**src/rtl/tdmq_pkg.sv**
```systemverilog
package tdmq_pkg;

    localparam int BYTE_W      = 8;
    localparam int N_QUADS     = 4;
    localparam int QCODE_W     = 3;
    localparam int CTRL_W      = N_QUADS * QCODE_W;
    localparam int QSHIFT_BASE = 3;   // log2 of quadrant size at lowest rate
    localparam int FRAME_BASE  = 5;   // log2 of frame length at lowest rate

    typedef enum logic [1:0] {
        RATE_LOW  = 2'd0,
        RATE_MID  = 2'd1,
        RATE_HIGH = 2'd2,
        RATE_TOP  = 2'd3
    } rate_e;

    typedef struct packed {
        logic       hit;
        logic [1:0] quad;
    } qsel_t;

    typedef struct packed {
        logic en;
        logic lsb_side;
        logic level;
    } force_t;

    function automatic force_t decode_code(input logic [QCODE_W-1:0] code);
        force_t f;
        f.en       = code[2];
        f.lsb_side = code[1];
        f.level    = code[0];
        return f;
    endfunction

    function automatic logic [BYTE_W-1:0] apply_force(input force_t f,
                                                      input logic [BYTE_W-1:0] b);
        logic [BYTE_W-1:0] r;
        r = b;
        if (f.en) begin
            if (f.lsb_side) r[0]        = f.level;
            else            r[BYTE_W-1] = f.level;
        end
        return r;
    endfunction

endpackage

```
**src/rtl/tdmq_ctrl_bank.sv**
```systemverilog
module tdmq_ctrl_bank
    import tdmq_pkg::*;
#(
    parameter int             N_STREAMS = 32,
    parameter int             ADDR_W    = 16,
    parameter int             REG_W     = 16,
    parameter logic [15:0]    BASE_ADDR = 16'h0120,
    localparam int            IDX_W     = $clog2(N_STREAMS)
) (
    input  logic              clk,
    input  logic              rst,
    input  logic [ADDR_W-1:0] addr,
    input  logic              we,
    input  logic [REG_W-1:0]  wdata,
    input  logic              re,
    output logic [REG_W-1:0]  rdata,
    input  logic [IDX_W-1:0]  sel_stream,
    output logic [CTRL_W-1:0] sel_ctrl
);

    logic [CTRL_W-1:0] ctrl_q [N_STREAMS];
    logic [ADDR_W-1:0] offset;
    logic              in_window;
    logic [IDX_W-1:0]  idx;
    logic              unused_wdata_hi;

    assign offset          = addr - ADDR_W'(BASE_ADDR);
    assign in_window       = (addr >= ADDR_W'(BASE_ADDR)) && (offset < ADDR_W'(N_STREAMS));
    assign idx             = offset[IDX_W-1:0];
    assign unused_wdata_hi = ^wdata[REG_W-1:CTRL_W];

    always_ff @(posedge clk) begin
        if (rst) begin
            for (int s = 0; s < N_STREAMS; s++) ctrl_q[s] <= '0;
        end else if (we && in_window) begin
            ctrl_q[idx] <= wdata[CTRL_W-1:0];
        end
    end

    always_ff @(posedge clk) begin
        if (rst) begin
            rdata <= '0;
        end else if (re) begin
            rdata <= in_window ? {{(REG_W-CTRL_W){1'b0}}, ctrl_q[idx]} : '0;
        end
    end

    assign sel_ctrl = ctrl_q[sel_stream];

endmodule

```
**src/rtl/tdmq_quad_map.sv**
```systemverilog
module tdmq_quad_map
    import tdmq_pkg::*;
#(
    parameter int CHAN_W = 8
) (
    input  logic [CHAN_W-1:0] chan,
    input  rate_e             rate,
    output qsel_t             qsel
);

    logic [CHAN_W:0]   frame_len;
    logic [CHAN_W-1:0] scaled;

    always_comb begin
        frame_len = (CHAN_W+1)'(1) << (FRAME_BASE + int'(rate));
        scaled    = chan >> (QSHIFT_BASE + int'(rate));
        qsel.hit  = ({1'b0, chan} < frame_len);
        qsel.quad = scaled[1:0];
    end

endmodule

```
**src/rtl/tdmq_bit_force.sv**
```systemverilog
module tdmq_bit_force
    import tdmq_pkg::*;
(
    input  logic [CTRL_W-1:0] ctrl,
    input  qsel_t             qsel,
    input  logic [BYTE_W-1:0] byte_in,
    output logic [BYTE_W-1:0] byte_out
);

    logic [QCODE_W-1:0] codes [N_QUADS];

    for (genvar q = 0; q < N_QUADS; q++) begin : g_split
        assign codes[q] = ctrl[q*QCODE_W +: QCODE_W];
    end

    always_comb begin
        if (qsel.hit) byte_out = apply_force(decode_code(codes[qsel.quad]), byte_in);
        else          byte_out = byte_in;
    end

endmodule

```
**src/rtl/tdmq_bit_override.sv**
```systemverilog
module tdmq_bit_override
    import tdmq_pkg::*;
#(
    parameter int          N_STREAMS = 32,
    parameter int          ADDR_W    = 16,
    parameter int          REG_W     = 16,
    parameter int          CHAN_W    = 8,
    parameter logic [15:0] BASE_ADDR = 16'h0120,
    localparam int         SID_W     = $clog2(N_STREAMS)
) (
    input  logic              clk,
    input  logic              rst,
    input  logic [ADDR_W-1:0] reg_addr,
    input  logic              reg_we,
    input  logic [REG_W-1:0]  reg_wdata,
    input  logic              reg_re,
    output logic [REG_W-1:0]  reg_rdata,
    input  logic              in_vld,
    input  logic [SID_W-1:0]  in_stream,
    input  logic [CHAN_W-1:0] in_chan,
    input  logic [1:0]        in_rate,
    input  logic [BYTE_W-1:0] in_byte,
    output logic              out_vld,
    output logic [BYTE_W-1:0] out_byte
);

    logic [CTRL_W-1:0] cur_ctrl;
    qsel_t             cur_qsel;
    logic [BYTE_W-1:0] next_byte;

    tdmq_ctrl_bank #(
        .N_STREAMS (N_STREAMS),
        .ADDR_W    (ADDR_W),
        .REG_W     (REG_W),
        .BASE_ADDR (BASE_ADDR)
    ) bank_i (
        .clk        (clk),
        .rst        (rst),
        .addr       (reg_addr),
        .we         (reg_we),
        .wdata      (reg_wdata),
        .re         (reg_re),
        .rdata      (reg_rdata),
        .sel_stream (in_stream),
        .sel_ctrl   (cur_ctrl)
    );

    tdmq_quad_map #(.CHAN_W(CHAN_W)) map_i (
        .chan (in_chan),
        .rate (rate_e'(in_rate)),
        .qsel (cur_qsel)
    );

    tdmq_bit_force force_i (
        .ctrl     (cur_ctrl),
        .qsel     (cur_qsel),
        .byte_in  (in_byte),
        .byte_out (next_byte)
    );

    always_ff @(posedge clk) begin
        if (rst) begin
            out_vld  <= 1'b0;
            out_byte <= '0;
        end else begin
            out_vld <= in_vld;
            if (in_vld) out_byte <= next_byte;
        end
    end

endmodule

```
**config.mk**
```make
export PLATFORM = sky130hd
export DESIGN_NAME = tdmq_bit_override
export DESIGN_NICKNAME = d
export VERILOG_FILES = /design/src/rtl/tdmq_pkg.sv /design/src/rtl/tdmq_ctrl_bank.sv /design/src/rtl/tdmq_quad_map.sv /design/src/rtl/tdmq_bit_force.sv /design/src/rtl/tdmq_bit_override.sv
export SDC_FILE = /design/constraint.sdc
export NUM_CORES = 1
export LEC_CHECK = 0
export CORE_MARGIN = 1
export CORE_UTILIZATION = 62
export DETAILED_ROUTE_END_ITERATION = 8
export PLACE_DENSITY = 0.81
export SETUP_SLACK_MARGIN = 0.05
export SLEW_MARGIN = 20
export SYNTH_ARGS = -nofsm -noshare
export SYNTH_HDL_FRONTEND = slang
export SYNTH_HIERARCHICAL = 1
export SYNTH_SLANG_ARGS = --single-unit
```
**constraint.sdc**
```tcl
create_clock -name clk -period 4.4 [get_ports clk]
set_input_delay 0.66 -clock clk [delete_from_list [all_inputs] [get_ports clk]]
set_output_delay 0.66 -clock clk [all_outputs]
set_load 0.02 [all_outputs]
```
=== After elaboration in Yosys (flattened, before gate mapping) ===
Memory sizes are Yosys's and may differ from the RTL's.
Index checks and enable logic that the tools add are counted.

* Add/subtract/negate cells: 3
* $lt $le $gt $ge: 4
* Shift-type cells: 2
* Muxes and demuxes: 17
* Bitwise gates (word level): 1
* Reduce and logical (&&, ||, !) cells: 3

{| class="wikitable"
|+ Operators with widths
! kind !! number
|-
| left shift 1 x 32 -> 9 bit, first input constant || 1
|-
| right shift 8 x 32 -> 2 bit || 1
|-
| 2-to-1 mux 12 bit || 2
|-
| greater-or-equal comparator 16 x 9 -> 1 bit, second input constant || 1
|-
| < comparator 16 x 6 -> 1 bit, second input constant || 1
|-
| subtractor 16 x 9 -> 16 bit, second input constant || 1
|-
| OR reduction 12 bit || 1
|-
| 2-to-1 mux 1 bit || 10
|-
| < comparator 8 x 9 -> 1 bit || 1
|-
| 2-to-1 mux 8 bit || 1
|-
| binary-select mux 3 bit (select 2 bit) || 1
|-
| 2-to-1 mux 3 bit || 2
|-
| 2-to-1 mux 5 bit || 1
|-
| adder 3 x 2 -> 4 bit, first input constant || 1
|-
| adder 2 x 2 -> 3 bit, first input constant || 1
|-
| greater-or-equal comparator 3 bit, second input constant || 1
|-
| NOT 2 -> 3 bit || 1
|-
| logical AND 1 bit || 2
|}

* Register bits after elaboration: 25
* RAM bits: 384
* Bits of input ports: 60
* Logic and storage cells: 34
* Memories: 1

{| class="wikitable"
|+ Memory list
! memory !! depth !! width !! read ports !! clocked after Yosys merged registers in !! wr ports !! line !! RTL
|-
| bank_i.ctrl_q || 32 || 12 || 2 || 0 || 32 || tdmq_ctrl_bank.sv:21 || <nowiki>logic [CTRL_W-1:0] ctrl_q [N_STREAMS];</nowiki>
|}

=== Depth between registers and ports, before layout ===
Gate-level depths: netlist (run 1).

* Depth in word-level cells: 9
* Gate-level depth with buffers: 12
* Depth with buffers taken out: 11

=== Hierarchy ===
The synthesis (run 1) kept the hierarchy.

{| class="wikitable"
|+ Modules (own cells, without submodules)
! module !! instances !! cells an instance !! area an instance (um^2) !! seq. area each (um^2)
|-
| tdmq_ctrl_bank || 1 || 1486 || 21404.3 || 11771.3
|-
| tdmq_bit_override || 1 || 28 || 312.8 || 180.2
|-
| tdmq_quad_map || 1 || 17 || 188.9 || 0.0
|-
| tdmq_bit_force || 1 || 17 || 171.4 || 0.0
|}

=== Worst setup path after synthesis (run 1) ===
Ideal clock, no wire load.

* Path kind: input port to flip-flop
* From: input port in_stream[0]
* To: register out_byte[7]
* Data arrival time: 3.264 ns
* Path slack: 1.019 ns
* Stages on the path: 11
* Buffers on the path: 3
* Cells stage by stage: clkbuf_1 > buf_2 > buf_2 > mux4_2 > mux2i_1 > a221oi_1 > mux4_2 > nor2b_2 > mux2_4 > mux2i_1 > nor2_1

* Word-level cells in the longest chain between the ends: 7

{| class="wikitable"
|+ RTL lines
! element !! line !! RTL
|-
| start: declaration || tdmq_bit_override.sv:19 || <nowiki>input logic [SID_W-1:0] in_stream,</nowiki>
|-
| memory (32 x 12 bit) || n/a ||
|-
| net cur_ctrl[10] || tdmq_bit_override.sv:27 || <nowiki>logic [CTRL_W-1:0] cur_ctrl;</nowiki>
|-
| binary-select mux 3 bit (select 2 bit) || tdmq_bit_force.sv:17 || <nowiki>if (qsel.hit) byte_out = apply_force(decode_code(codes[qsel.quad]), byte_in);</nowiki>
|-
| 2-to-1 mux 3 bit (implied by the code) (2 in series) || tdmq_bit_force.sv:17 ||
|-
| 2-to-1 mux 1 bit || tdmq_pkg.sv:41 || <nowiki>if (f.lsb_side) r[0] = f.level;</nowiki>
|-
| 2-to-1 mux 1 bit || tdmq_pkg.sv:40 || <nowiki>if (f.en) begin</nowiki>
|-
| 2-to-1 mux 8 bit || tdmq_bit_force.sv:17 ||
|-
| net next_byte[7] || tdmq_bit_override.sv:29 || <nowiki>logic [BYTE_W-1:0] next_byte;</nowiki>
|-
| end signal: assignment || tdmq_bit_override.sv:67 || <nowiki>if (in_vld) out_byte <= next_byte;</nowiki>
|-
| end: declaration || tdmq_bit_override.sv:24 || <nowiki>output logic [BYTE_W-1:0] out_byte</nowiki>
|}

The timed path passes the listed nets, and every way through them passes these cells. The select of a mux whose other input is x is not followed.
A chain may end at the register's enable or synchronous reset.

=== Worst setup path after layout (run 1) ===
* From: input port reg_addr[2]
* To: register bank_i.rdata[0]

* Word-level cells in the longest chain between the ends: 4
* Elaborated cells between the ends (all ways): 6
* Those cells by class: add/sub: 1; order compare: 2; mux: 1; reduce/logical: 1; memory: 1

{| class="wikitable"
|+ RTL lines
! element !! line !! RTL
|-
| start: declaration || tdmq_bit_override.sv:13 || <nowiki>input logic [ADDR_W-1:0] reg_addr,</nowiki>
|-
| subtractor 16 x 9 -> 16 bit || tdmq_ctrl_bank.sv:27 || <nowiki>assign offset = addr - ADDR_W'(BASE_ADDR);</nowiki>
|-
| < comparator 16 x 6 -> 1 bit || tdmq_ctrl_bank.sv:28 || <nowiki>assign in_window = (addr >= ADDR_W'(BASE_ADDR)) && (offset < ADDR_W'(N_STREAMS));</nowiki>
|-
| logical AND 1 bit || tdmq_ctrl_bank.sv:28 ||
|-
| 2-to-1 mux 12 bit (*) || tdmq_ctrl_bank.sv:44 || <nowiki>rdata <= in_window ? {{(REG_W-CTRL_W){1'b0}}, ctrl_q[idx]} : '0;</nowiki>
|-
| end signal: assignment || tdmq_ctrl_bank.sv:44 ||
|-
| end: declaration || tdmq_ctrl_bank.sv:16 || <nowiki>output logic [REG_W-1:0] rdata,</nowiki>
|}

Mark *: on every way between the ends. The rest lies on a longest branch, timed or not.

==> results of run 1 <==
==> sequential cells by signal, summed over array words and instances (netlist names) <==
signal         flops
bank_i/rdata      12
out_vld            1
out_byte           8
bank_i/ctrl_q    384
==> layer usage <==
layer | track usage | up-vias
met5 | 0 | -
met4 | 0.141 | 0
li1 | - | 5964
met1 | 0.465 | 7070
met2 | 0.548 | 944
met3 | 0.0738 | 119
==> layout by cell type (no fill, tap or decap), types with 8 or more instances in the layout <==
cell	netlist	final
clkdlybuf4s50_1	0	61
a22o_1	14	14
nand2_1	9	9
a21o_1	11	11
mux2i_1	154	154
buf_2	30	8
clkbuf_16	0	45
edfxtp_1	384	384
dfxtp_1	21	21
o21ai_0	12	12
clkbuf_1	107	14
buf_4	10	68
nor4_1	14	14
nand4_1	10	10
and2_1	387	387
nor2_1	21	20
mux4_2	141	141
or2_2	34	34
a2111oi_0	9	9
nor3_2	20	20
buf_12	0	8
o22a_1	10	10
mux2_2	8	8
a22oi_1	42	42
a221oi_1	14	14
==> area by class of cell <==
type / count / area (um2) / area share
Sequential cell: 405 / 12000 / 0.485
Timing Repair Buffer: 147 / 1350 / 0.0546
Antenna cell: 1 / 2.50 / 0.000102
Clock inverter: 17 / 92.6 / 0.00376
Inverter: 3 / 11.3 / 0.000457
Clock buffer: 63 / 1230 / 0.0501
Multi-Input combinational cell: 978 / 9430 / 0.383
Tap cell: 455 / 569 / 0.0231
==> path summary, 6_finish.rpt <==
path	cells past startpoint	end	start
setup / recovery	6	bank_i/rdata[0]	reg_addr[2]
hold / removal	1	bank_i/rdata[3]	bank_i/rdata[3]
setup reg to reg	9	out_byte[7]	bank_i/ctrl_q[3][1]
hold reg to reg	1	bank_i/rdata[3]	bank_i/rdata[3]
==> stage by stage <==
step           hold slack [ps]  instance area [um2]  setup WS, ps  cells
2_1_floorplan              536                22100          1020   1552
4_1_cts                    453                24700          1180   2068
3_5_place_dp               440                23300           608   1988
5_1_grt                    472                24600          1050   2068
6_report                   448                24600          1070   2069
3_3_place_gp               435                23300           667   1988
==> logic make-up (layout without fill, tap and decap cells) <==
group                    count (synthesis)  after routing
multiplexers                           307            307
buffers and inverters                  169            230
adder cells (fa/ha/maj)                  6              6
AO/OA/AOI/OAI                          130            130
AND/OR/NAND/NOR                        528            528
other                                    2              7
XOR/XNOR                                 1              1
flip-flops                             405            405
==> where the power goes <==
part           internal, mW  leakage [nW]  switching (mW)
sequential             4.40          3.81          0.0972
clock                  1.95         0.642            1.53
combinational         0.451          4.48           0.622
total                  6.80          8.93            2.25
==> results.yml, run 1 <==
setup_path:
  end_kind: "register"
  crit_slowest_cell: "clkdlybuf4s50_1"
  path_cells: "clkdlybuf4s50_1 > and4b_1 > a22oi_1 > nand4_1 > a2111oi_0 > a21o_1"
  critical_path_class: "input pin to register"
  worstSetupStartpointType: "input pin"
  crit_path_max_fanout: 17
  cp.arrival_ps: 3830
  rrSetupSlack_ps: 1260
  required_ps: 4900
  critPathMaxStageDelay_ps: 840
  path_buf_inv: 1
  crit_family: "compound AO/OA/AOI/OAI gates"
floorplanning:
  io-pin-count: 85
  die_h_um: 191
  dieArea_um2: 36400
  rows: 68
  start_util: 0.634
  design.core.area_um2: 34800
  die_w_um: 191
route:
  drc: 0
  m1WireLength_um: 22100
  wl_um: 61000
  vias_per_cell: 6.81
  wl_met2_um: 28700
  wl_met3_um: 7530
  routed.top_layer: "met4"
  drt_iter0_markers: 1563
  antenna_left: 0
  vias: 14097
  wl_per_cell_um: 29.5
  dr.pass1.iters: 6
synth:
  synth_compound_area_frac: 0.0458
  yosysMostFrequentCell: "and2_1"
  yosys_most_used_dff: "edfxtp_1"
  synth_area_leaders: "edfxtp_1 52%, mux4_2 14%, and2_1 11%, mux2i_1 7.0%, dfxtp_1 1.9%"
  synth_xor_area_frac: 0.000397
  synth_edf_count: 384
  yosys.area.top_type_share: 0.522
  synth_fa_ha_area_frac: 0.00340
  synth_top_family_by_area: "multiplexers"
  synth.area.mux_share: 0.222
  syn_area_um2: 22100
  yosys.area_share.simple: 0.154
  ys_seq_area_frac: 0.541
  yosys_warnings: 6
  synth-seq-cells: 405
  syn_inst: 1548
  synth.distinct_cells: 59
  synthTopCellsByCount: "387 x and2_1, 384 x edfxtp_1, 154 x mux2i_1"
  yosys.area.top_type: "edfxtp_1"
  syn_avg_cell_area_um2: 14.3
  async_flop_share: 0
clock_tree:
  cts_setup_buffers: 0
  cts_sinks: 405
  ctsHtreeMaxLevel: 2
  clkLatencyLatePin_ps: 560
  ctsHoldBuffers: 0
  path_clk_slew_ps: 60
  root_buffer: "clkbuf_16"
  cts-buffers-inserted: 44
  cts_resized: 0
  cts_tree: "built"
  clockBufferDepth: 3
sta:
  grt_setup_unrepaired: "false"
  hold_viol: 0
  period_share: 0.757
  fin_crit_ps: 3330
  drv_slew: 0
  fmax_mhz: 300
  timing.setup.tns_ps: 0
  tightestPinTransition_ps: 1190
  setup_violations: 0
  slew_headroom: 0.204
  fin_skew_ps: 16.8
outcome:
  status: "completed"
cells_and_area:
  area_delta_synth_final_pct: 11.6
  fill_cells: 2184
  finalNetCount: 1645
  fin_util: 0.708
  drive_gt1_frac: 0.225
power_and_ir_drop:
  max-vdd-ir-drop_mv: 0.316
  power_mw: 9.05
  p_per_area_nw_per_um2: 367
  p_leak_nw: 8.93
grt:
  grt_max_degree: 54
  grt_pass1_vias: 13957
  antenna_found_initial: 2
  grt_pass1_wl_um: 89400
  overflow: 0
  track_usage: 0.345
placed_design:
  routabilityCongestion: 0.982
  dp_hpwl_um: 40300
  io_buffers: 73
hold_path:
  hold_class: "register to register"
run:
  maxCapViolCount: 0
Power figures use the tool's default switching activity.
==> inputs of run 2 (changes only) <==
- clock period: 4.4 -> 3.2 ns (I/O delays scaled with it)
==> results.yml, run 2 (synthesized netlist as in run 1, its figures left out) <==
sta:
  setup_ws_ps: 253
  timing.setup.tns_ps: 0
  fmax_mhz: 339
  tightestPinTransition_ps: 1130
  setup_violations: 0
  drv_slew: 0
  grt_setup_unrepaired: "false"
  whs_ps: 447
  fin_crit_ps: 2950
  slew_headroom: 0.243
  fin_skew_ps: 11.6
  period_share: 0.921
  hold_viol: 0
cells_and_area:
  fin_cells: 2145
  layout_common_cells: "387 x and2_1, 384 x edfxtp_1, 154 x mux2i_1, 141 x mux4_2, 108 x buf_4"
  regMostFlops: "bank_i/ctrl_q"
  finalNetCount: 1727
  fill_cells: 2083
  regArea_um2: 12000
  multiInputGateArea_um2: 9450
  fin_util: 0.741
  reg_top3: "bank_i/ctrl_q (384), bank_i/rdata (12), out_byte (8)"
  fin_area_um2: 25800
  area_delta_synth_final_pct: 16.8
  diodes: 0
  drive_gt1_frac: 0.256
  mostFrequentLayoutCell: "and2_1"
  largest_register_ffs: 384
grt:
  antenna_found_initial: 0
  grt_pass1_vias: 14586
  grt_pass1_wl_um: 92100
  grt_max_degree: 48
  overflow: 0
  track_usage: 0.354
floorplanning:
  start_util: 0.634
  die_h_um: 191
  dieArea_um2: 36400
  design.core.area_um2: 34800
  die_w_um: 191
  io-pin-count: 85
  rows: 68
route:
  wl_um: 62400
  drt_iter0_markers: 1712
  wl_per_cell_um: 29.1
  dr.pass1.iters: 8
  drc: 0
  vias_per_cell: 6.77
  vias: 14532
  antenna_left: 0
clock_tree:
  cts_setup_buffers: 0
  cts_sinks: 405
  ctsHoldBuffers: 0
  path_clk_slew_ps: 60
  cts_resized: 0
  clkLatencyLatePin_ps: 540
  ctsHtreeMaxLevel: 2
  clockBufferDepth: 3
  cts_tree: "built"
  cts-buffers-inserted: 41
  root_buffer: "clkbuf_16"
power_and_ir_drop:
  p_per_area_nw_per_um2: 481
  power_mw: 12.4
  p_leak_nw: 9.53
  max-vdd-ir-drop_mv: 0.405
setup_path:
  worstSetupStartpointType: "register"
  critPathMaxStageDelay_ps: 530
  end_kind: "register"
  crit_path_max_fanout: 2
  cp.arrival_ps: 3360
  path_buf_inv: 0
  path_cells: "mux4_2 > mux2i_1 > a22o_1 > a221oi_1 > mux4_2 > nor2b_2 > mux2_4 > mux2i_1 > nor2_1"
  required_ps: 3610
  crit_family: "multiplexers"
  critical_path_class: "register to register"
  crit_slowest_cell: "mux4_2"
outcome:
  status: "completed"
hold_path:
  hold_class: "register to register"
placed_design:
  dp_hpwl_um: 42900
  place_ws_ps: -96.9
  io_buffers: 73
  placedCellCount: 2073
  place_area_um2: 24600
  routabilityCongestion: 0.924
run:
  maxCapViolCount: 0
-- run 2: changes by cell type in the layout (fill, tap and decap cells not counted), moves of 2 or more --
cell / delta
buf_12: +45
buf_2: -6
buf_4: +40
bufinv_16: +2
clkbuf_16: -4
clkdlybuf4s50_1: +6
clkinv_1: +3
clkinv_2: -2
clkinvlp_4: -3
inv_6: -2
-- run 2: metal layers --
layer | part of all wire | vias up | global-route usage
li1 | - | 6134 | -
met1 | 0.36 | 7312 | 0.477
met2 | 0.47 | 937 | 0.563
met3 | 0.12 | 149 | 0.0784
met4 | 0.046 | 0 | 0.143
met5 | 0 | - | 0
-- run 2: worst paths after layout --
path / startpoint / end / slack, ps / cells after the start
hold / removal: bank_i/rdata[8] / bank_i/rdata[8] / 450 / 1
setup / recovery: bank_i/ctrl_q[11][7] / out_byte[7] / 250 / 9
hold reg to reg: bank_i/rdata[8] / bank_i/rdata[8] / 450 / 1
setup reg to reg: bank_i/ctrl_q[11][7] / out_byte[7] / 250 / 9
-- run 2: area by class of cell --
class | instances | area share
tap | 455 | 0.0221
timing repair buffer | 232 | 0.0999
sequential | 405 | 0.463
inverter | 3 | 0.000437
multi-input combinational | 978 | 0.366
clock buffer | 57 | 0.0433
clock inverter | 15 | 0.00442
-- run 2: worst reg2reg max path, cell delays in order (launching register included) --
cell and delay [ps]:
edfxtp_1 410, mux4_2 500, mux2i_1 350, a22o_1 320
a221oi_1 70, mux4_2 530, nor2b_2 150, mux2_4 300
mux2i_1 130, nor2_1 60
-- run 2: where the power goes --
| group | leakage, nW | internal (mW) | total [mW] | switching [mW] |
|---|---|---|---|---|
| Combinational | 5.11 | 0.759 | 1.65 | 0.891 |
| Sequential | 3.81 | 6.04 | 6.18 | 0.135 |
| Clock | 0.600 | 2.58 | 4.57 | 1.99 |
| Total | 9.53 | 9.39 | 12.4 | 3.01 |
